<file path="src/rtl/bah_pkg.sv">
package bah_pkg;

  typedef enum logic [1:0] {
    ST_IDLE    = 2'd0,
    ST_GRANTED = 2'd1,
    ST_HELD    = 2'd2,
    ST_RECLAIM = 2'd3
  } arb_state_e;

endpackage

</file>
<file path="src/rtl/bah_sync.sv">
module bah_sync #(
  parameter int W      = 1,
  parameter int STAGES = 2
) (
  input  logic         clk_i,
  input  logic         rst_ni,
  input  logic [W-1:0] d_i,
  output logic [W-1:0] q_o
);

  logic [STAGES-1:0][W-1:0] stg_q;

  // shift chain, one stage per clock
  always_ff @(posedge clk_i or negedge rst_ni) begin
    if (!rst_ni) begin
      stg_q <= '0;
    end else begin
      stg_q[0] <= d_i;
      for (int i = 1; i < STAGES; i++) begin
        stg_q[i] <= stg_q[i-1];
      end
    end
  end

  assign q_o = stg_q[STAGES-1];

  generate
    for (genvar g = 1; g < STAGES; g++) begin : g_chk
      AST_SYNC_SHIFT: assert property (@(posedge clk_i) disable iff (!rst_ni)
        stg_q[g] == $past(stg_q[g-1]));
    end
  endgenerate

endmodule

</file>
<file path="src/rtl/bah_timer.sv">
module bah_timer #(
  parameter int LIMIT = 1
) (
  input  logic clk_i,
  input  logic rst_ni,
  input  logic run_i,
  output logic done_o
);

  localparam int CW = (LIMIT > 1) ? $clog2(LIMIT) : 1;
  localparam logic [CW-1:0] LAST = CW'(LIMIT - 1);

  logic [CW-1:0] cnt_q, cnt_d;
  logic          cnt_en;

  assign done_o = run_i && (cnt_q == LAST);
  assign cnt_en = !run_i || !done_o;

  always_comb begin
    cnt_d = cnt_q;
    if (!run_i) begin
      cnt_d = '0;
    end else if (!done_o) begin
      cnt_d = cnt_q + 1'b1;
    end
  end

  always_ff @(posedge clk_i or negedge rst_ni) begin
    if (!rst_ni) begin
      cnt_q <= '0;
    end else if (cnt_en) begin
      cnt_q <= cnt_d;
    end
  end

  AST_TIMER_BOUND: assert property (@(posedge clk_i) disable iff (!rst_ni)
    cnt_q <= LAST);

  AST_TIMER_IDLE_CLEAR: assert property (@(posedge clk_i) disable iff (!rst_ni)
    !run_i |=> (cnt_q == '0));

endmodule

</file>
<file path="src/rtl/bah_fsm.sv">
module bah_fsm
  import bah_pkg::*;
#(
  parameter int RECLAIM_CLKS = 1
) (
  input  logic clk_i,
  input  logic rst_ni,
  input  logic req_s_i,
  input  logic ack_s_i,
  input  logic lock_i,
  input  logic busy_i,
  output logic grant_o,
  output logic drive_o
);

  arb_state_e state_q, state_d;
  logic       st_en;
  logic       tmr_run, tmr_done;
  logic       grant_q, drive_q;

  assign tmr_run = (state_q == ST_RECLAIM);

  bah_timer #(
    .LIMIT (RECLAIM_CLKS)
  ) u_reclaim_tmr (
    .clk_i  (clk_i),
    .rst_ni (rst_ni),
    .run_i  (tmr_run),
    .done_o (tmr_done)
  );

  // next-state
  always_comb begin
    state_d = state_q;
    unique case (state_q)
      ST_IDLE: begin
        if (req_s_i && !lock_i && !busy_i) state_d = ST_GRANTED;
      end
      ST_GRANTED: begin
        if (ack_s_i)       state_d = ST_HELD;
        else if (!req_s_i) state_d = ST_RECLAIM;
      end
      ST_HELD: begin
        if (!ack_s_i) state_d = ST_RECLAIM;
      end
      ST_RECLAIM: begin
        if (tmr_done) state_d = ST_IDLE;
      end
      default: state_d = ST_IDLE;
    endcase
  end

  assign st_en = (state_d != state_q);

  // registers, outputs decoded from the next state
  always_ff @(posedge clk_i or negedge rst_ni) begin
    if (!rst_ni) begin
      state_q <= ST_IDLE;
      grant_q <= 1'b0;
      drive_q <= 1'b1;
    end else if (st_en) begin
      state_q <= state_d;
      grant_q <= (state_d == ST_GRANTED);
      drive_q <= (state_d == ST_IDLE);
    end
  end

  assign grant_o = grant_q;
  assign drive_o = drive_q;

  AST_NO_GRANT_LOCKED: assert property (@(posedge clk_i) disable iff (!rst_ni)
    $rose(grant_q) |-> !$past(lock_i));

  AST_NO_GRANT_MID_CYCLE: assert property (@(posedge clk_i) disable iff (!rst_ni)
    $rose(grant_q) |-> !$past(busy_i));

  AST_GRANT_NEEDS_REQ: assert property (@(posedge clk_i) disable iff (!rst_ni)
    $rose(grant_q) |-> $past(req_s_i));

  AST_GRANT_DROPS_DRIVE: assert property (@(posedge clk_i) disable iff (!rst_ni)
    $rose(grant_q) |-> $fell(drive_q));

  AST_HOLD_WHILE_ACK: assert property (@(posedge clk_i) disable iff (!rst_ni)
    (state_q == ST_HELD && ack_s_i) |=> (state_q == ST_HELD && !grant_q && !drive_q));

  AST_ACK_DROPS_GRANT: assert property (@(posedge clk_i) disable iff (!rst_ni)
    (state_q == ST_GRANTED && ack_s_i) |=> !grant_q);

  AST_WITHDRAW_DROPS_GRANT: assert property (@(posedge clk_i) disable iff (!rst_ni)
    (state_q == ST_GRANTED && !ack_s_i && !req_s_i) |=> !grant_q);

  AST_DRIVE_AFTER_RECLAIM: assert property (@(posedge clk_i) disable iff (!rst_ni)
    $rose(drive_q) |-> $past(tmr_done));

endmodule

</file>
<file path="src/rtl/bus_arb_handshake.sv">
module bus_arb_handshake #(
  parameter int SYNC_STAGES  = 2,
  parameter int RECLAIM_CLKS = 1
) (
  input  logic clk_i,
  input  logic rst_ni,
  input  logic bus_req_i,
  input  logic grant_ack_i,
  input  logic rmw_lock_i,
  input  logic cycle_busy_i,
  output logic bus_grant_o,
  output logic bus_drive_o
);

  localparam int EXT_W = 2;

  logic [EXT_W-1:0] ext_raw, ext_sync;

  assign ext_raw = {grant_ack_i, bus_req_i};

  bah_sync #(
    .W      (EXT_W),
    .STAGES (SYNC_STAGES)
  ) u_sync (
    .clk_i  (clk_i),
    .rst_ni (rst_ni),
    .d_i    (ext_raw),
    .q_o    (ext_sync)
  );

  bah_fsm #(
    .RECLAIM_CLKS (RECLAIM_CLKS)
  ) u_fsm (
    .clk_i   (clk_i),
    .rst_ni  (rst_ni),
    .req_s_i (ext_sync[0]),
    .ack_s_i (ext_sync[1]),
    .lock_i  (rmw_lock_i),
    .busy_i  (cycle_busy_i),
    .grant_o (bus_grant_o),
    .drive_o (bus_drive_o)
  );

  AST_GRANT_DRIVE_EXCL: assert property (@(posedge clk_i) disable iff (!rst_ni)
    bus_grant_o |-> !bus_drive_o);

endmodule

</file>
<file path="config.mk">
export PLATFORM = sky130hd
export DESIGN_NAME = bus_arb_handshake
export DESIGN_NICKNAME = d
export VERILOG_FILES = /design/src/rtl/bah_pkg.sv /design/src/rtl/bah_sync.sv /design/src/rtl/bah_timer.sv /design/src/rtl/bah_fsm.sv /design/src/rtl/bus_arb_handshake.sv
export SDC_FILE = /design/constraint.sdc
export NUM_CORES = 1
export LEC_CHECK = 0
export ABC_AREA = 1
export CORE_AREA = 2 2 39 41
export DETAILED_ROUTE_END_ITERATION = 8
export DIE_AREA = 0 0 41 43
export SYNTH_ARGS = -nofsm -noshare
export SYNTH_HDL_FRONTEND = slang
export SYNTH_HIERARCHICAL = 1
export SYNTH_SLANG_ARGS = --single-unit
</file>
<file path="constraint.sdc">
create_clock -name clk_i -period 1.33 [get_ports clk_i]
set_input_delay 0.133 -clock clk_i [delete_from_list [all_inputs] [get_ports clk_i]]
set_output_delay 0.133 -clock clk_i [all_outputs]
set_load 0.01 [all_outputs]
</file>
## Yosys cells after proc, flatten, opt, wreduce, memory -nomap -nowiden

Index checks and enable logic that the tools add are counted.

| word-level totals | value |
|---|---|
| register bits | 9 |
| logic and storage cells | 33 |

| cells by class | value |
|---|---|
| eq/ne operators | 6 |
| bitwise operators | 1 |
| $add $sub $neg | 1 |
| muxes and demuxes | 8 |
| reductions and logical operators | 11 |

Operator list:

| operator | count |
|---|---|
| $mux W2 | 5 |
| $pmux W2 S4 | 1 |
| $eq A2 B1 Y1 const B | 2 |
| $eq A2 B2 Y1 const B | 2 |
| $logic_not A1 Y1 | 4 |
| $logic_not A2 Y1 | 2 |
| $logic_and A1 B1 Y1 | 3 |
| $mux W1 | 2 |
| $ne A2 B2 Y1 | 1 |
| $ne A2 B2 Y1 const B | 1 |
| $reduce_and A2 Y1 | 1 |
| $add A1 B1 Y1 const B | 1 |
| $logic_or A1 B1 Y1 | 1 |
| $not A1 Y1 | 1 |

## Depth between registers and ports, before layout

| logic depth | value |
|---|---|
| depth in word-level cells | 6 |
| mapped depth | 10 |

## By module

Netlist, hierarchy kept.

Modules (own cells, without submodules):

| module | cells each | times used | area an instance (µm²) |
|---|---|---|---|
| bah_fsm | 30 | 1 | 214.0 |
| bah_sync | 6 | 1 | 115.1 |
| bah_timer | 4 | 1 | 38.8 |

## Least setup slack after synthesis

Ideal clock, no wire load.

| timing path | value |
|---|---|
| path kind | flip-flop to flip-flop |
| start point | register u_fsm.state_q[0] |
| end point | register u_fsm.grant_q (netlist: u_fsm/grant_o) |
| period minus slack after synthesis | 1142 ps |
| required time | 1264 ps |
| stages on the path, launching flop included | 11 |
| path slack | 188 ps |
| data arrival time | 1076 ps |
| path buffers | 0 |
| cell sequence | dfrtp_1 > nand2_1 > inv_1 > inv_1 > nor2_2 > nand3_1 > nand3_1 > nand2_2 > nand2_2 > nand3_1 > nand2_1 |

| between the ends | value |
|---|---|
| word-level cells in the longest chain between the ends | 5 |

RTL lines:

| item | line | RTL |
|---|---|---|
| start, declared | bah_fsm.sv:16 | `arb_state_e state_q, state_d;` |
| start signal, assigned | bah_fsm.sv:62 | `state_q <= state_d;` |
| $eq A2 B2 Y1 * | bah_fsm.sv:21 | `assign tmr_run = (state_q == ST_RECLAIM);` |
| net u_fsm.tmr_run | bah_fsm.sv:18 | `logic tmr_run, tmr_done;` |
| $logic_and A1 B1 Y1 * | bah_timer.sv:16 | `assign done_o = run_i && (cnt_q == LAST);` |
| net u_fsm.tmr_done | bah_fsm.sv:18 |  |
| $mux W2 * | bah_fsm.sv:47 | `if (tmr_done) state_d = ST_IDLE;` |
| $pmux W2 S4 * | bah_fsm.sv:35 | `unique case (state_q)` |
| $eq A2 B1 Y1 or $ne A2 B2 Y1 (tied branches) | bah_fsm.sv:63, bah_fsm.sv:53 |  |
| end signal, assigned | bah_fsm.sv:63 | `grant_q <= (state_d == ST_GRANTED);` |
| end, declared | bah_fsm.sv:19 | `logic grant_q, drive_q;` |

Mark *: on every way through the listed nets, which the timed path passes. The rest lies on a longest branch.
A chain may end at the register's enable or synchronous reset.

## Worst setup path in the final report

| timing path | value |
|---|---|
| start point | register u_fsm.drive_q (netlist: u_fsm/drive_o) |
| end point | output port bus_drive_o |

RTL lines:

| item | line | RTL |
|---|---|---|
| start, declared | bah_fsm.sv:19 |  |
| start signal, assigned | bah_fsm.sv:64 | `drive_q <= (state_d == ST_IDLE);` |
| end, declared | bus_arb_handshake.sv:12 | `output logic bus_drive_o` |

No word-level cell between the ends.

==> flow_summary.ini <==
[setup_path]
required_ns = 1.20
cp_top_family = flip-flops
worst-path-max-fanout = 2
critPathMaxStageDelay_ns = 0.53
cp.arrival_ns = 1.04
cpMaxStageDelayCell = dfstp_2
cp_cell_sequence = dlygate4sd2_1
crit_buf_inv = 1
end_kind = output port
worstSetupPathType = reg -> out
cp-start-kind = flip-flop

[cells_and_area]
antennaDiodeCount = 0
area_growth_pct = 32.0
final_nets = 58
drive_above_1_share_pct = 17.6
final_util_pct = 35.1

[global_route]
grt_usage_pct = 8.37
grt_pass1_wl_microns = 979
overflow = 0
grt_max_degree = 10
antenna_found_initial = 0
grt_pass1_vias = 273

[synth]
synth_nets = 46
synth.ff_latch_count = 9
ys_seq_area_share_pct = 61.6
synthCells = 40
yosysWarningCount = 6
synth_area_per_cell_sq_um = 9.20
yosysUniqueCellTypes = 12
synth_area_sq_um = 368

[power]
seqPwrFrac_pct = 41.9
switchingPower_w = 0.000277
power.density_nw_per_um2 = 1760
p_clk_share_pct = 24.0
switching_share_pct = 32.5
p_leak_nw = 0.272
ir_worst_vdd_uv = 649
p_int_w = 0.000576
combPwrFrac_pct = 34.1

[sta]
skew_ns = 0.00449
rsz0062_at_grt = no
setup_viol = 0
fmaxAchievable_ghz = 0.851
slew_viol_final = 0
fin_crit_sh_pct = 88.4
tns_ns = 0
final-hold-violation-count = 0
layout_min_cycle_time_ns = 1.18

[cts]
postCtsHoldBufs = 0
cts.clk_slew.worst_paths_ns = 0.06
numCtsBuffers = 3
clk_latency_ns = 0.25
cts-root-buf = clkbuf_4
h-tree-depth = 1
cts_sinks = 9
cts_buffer_depth = 2
cts_tree = yes

[routing]
firstDrtPassIters = 2
wirelength_microns = 568
vias_per_cell = 3.99
drc = 0
vias = 267
drt-initial-drc-count = 3
ant_nets = 0
wl_per_cell_microns = 8.48

[floorplanning]
die_area_sq_um = 1760
die_h_microns = 43
rows = 14
dieWidth_microns = 41
start_util_pct = 26.6
coreArea_sq_um = 1380
pin_count = 8

[placement]
place_congestion = 0.745
place_hpwl_microns = 433
port_buffers = 7

[flow_run]
maxCapViolCount = 0

[status]
status = complete, no violations

[min_path]
min_path_type = in -> async
-- power groups by stage --
stage	clock network [W]	registers (W)	logic, W
after floorplan	0	0.000384	0.000163
after global placement	0	0.000362	0.000299
after detailed placement	0	0.000364	0.000300
after CTS	0.000217	0.000359	0.000296
after global routing	0.000229	0.000362	0.000331
final	0.000205	0.000357	0.000291
-- flip-flops by register name (all words and copies together), names as in the netlist --
name                       count
u_fsm/u_reclaim_tmr/cnt_q      1
u_fsm/grant_o                  1
u_sync/stg_q                   2
u_fsm/drive_o                  1
u_sync/q_o                     2
u_fsm/state_q                  2
-- layer usage --
| metal | track usage, % | vias up | part of all wire, % |
|---|---|---|---|
| li1 | - | 140 | - |
| met1 | 9.83 | 120 | 45 |
| met2 | 11.9 | 7 | 47 |
| met3 | 1.57 | 0 | 7.0 |
| met4 | 8.00 | 0 | 0 |
| met5 | 0 | - | 0 |
-- through the flow --
stage | setup WS (ns) | instances | hold slack [ns] | area (sq um) | power, W
2_1_floorplan | 0.188 | 40 | -0.163 | 368 | 0.000547
3_3_place_gp | 0.162 | 63 | 0.334 | 458 | 0.000661
3_5_place_dp | 0.165 | 63 | 0.335 | 458 | 0.000664
4_1_cts | 0.0329 | 67 | 0.173 | 483 | 0.000872
5_1_grt | 0.0145 | 67 | 0.189 | 485 | 0.000923
6_report | 0.155 | 67 | 0.166 | 485 | 0.000852
-- synthesized netlist by cell type --
cell type  count  share of area, %
nor2_2         1               1.7
buf_4          2               4.1
nand2_1        7               7.1
nand2_2        2               3.4
clkinv_1       1               1.0
nor2_1         2               2.0
dfstp_2        1               7.1
nand3_1        6               8.2
dfrtp_1        8                54
inv_1          7               7.1
conb_1         1               1.0
a21oi_1        2               2.7
-- cells by family (layout without fill, tap and decap cells) --
family                 count (synthesis)  after routing  share of synthesized area [%]
other                                  1              1                           1.02
flip-flops                             9              9                           61.6
AO/OA/AOI/OAI                          2              2                           2.72
buffers and inverters                 10             21                           12.2
AND/OR/NAND/NOR                       18             18                           22.5
-- path summary, 6_finish.rpt --
| check | startpoint | to | slack, ns | depth (start not counted) |
|---|---|---|---|---|
| worst max-delay path | u_fsm/drive_o | bus_drive_o | 0.15 | 1 |
| worst min-delay path | rst_ni | u_fsm/u_reclaim_tmr/cnt_q | 0.17 | 1 |
| worst max register to register | u_fsm/state_q[1] | u_fsm/drive_o | 0.17 | 10 |
| worst min register to register | u_sync/stg_q[1] | u_sync/q_o[1] | 0.35 | 0 |
| max in group asynchronous | rst_ni | u_fsm/drive_o | 0.85 | 1 |
| min in group clk_i | bus_req_i | u_sync/stg_q[0] | 0.32 | 1 |
-- area by class of cell --
class | instances | area, sq um
fill | 153 | 898
clock buffer | 4 | 26.3
multi-input combinational | 21 | 96.3
timing repair buffer | 9 | 86.3
inverter | 8 | 30.0
sequential | 9 | 226
tap | 16 | 20.0
-- timing repair --
action,4_1_cts,5_1_grt
gates resized for setup,1,1
pin swaps,0,0
endpoints found under the setup margin,1,1
buffers inserted,0,0
hold endpoints to repair,0,0
-- cells in the final DEF (no fill, tap or decap), drive strengths merged, types with 2 or more instances in the layout --
master         Yosys  layout
a21oi              2       2
inv                7       7
nor2               3       3
buf                2       2
nand3              6       6
clkdlybuf4s50      0       5
dfrtp              8       8
clkbuf             0       4
nand2              9       9
No activity file was read; power rests on OpenSTA's default activity.
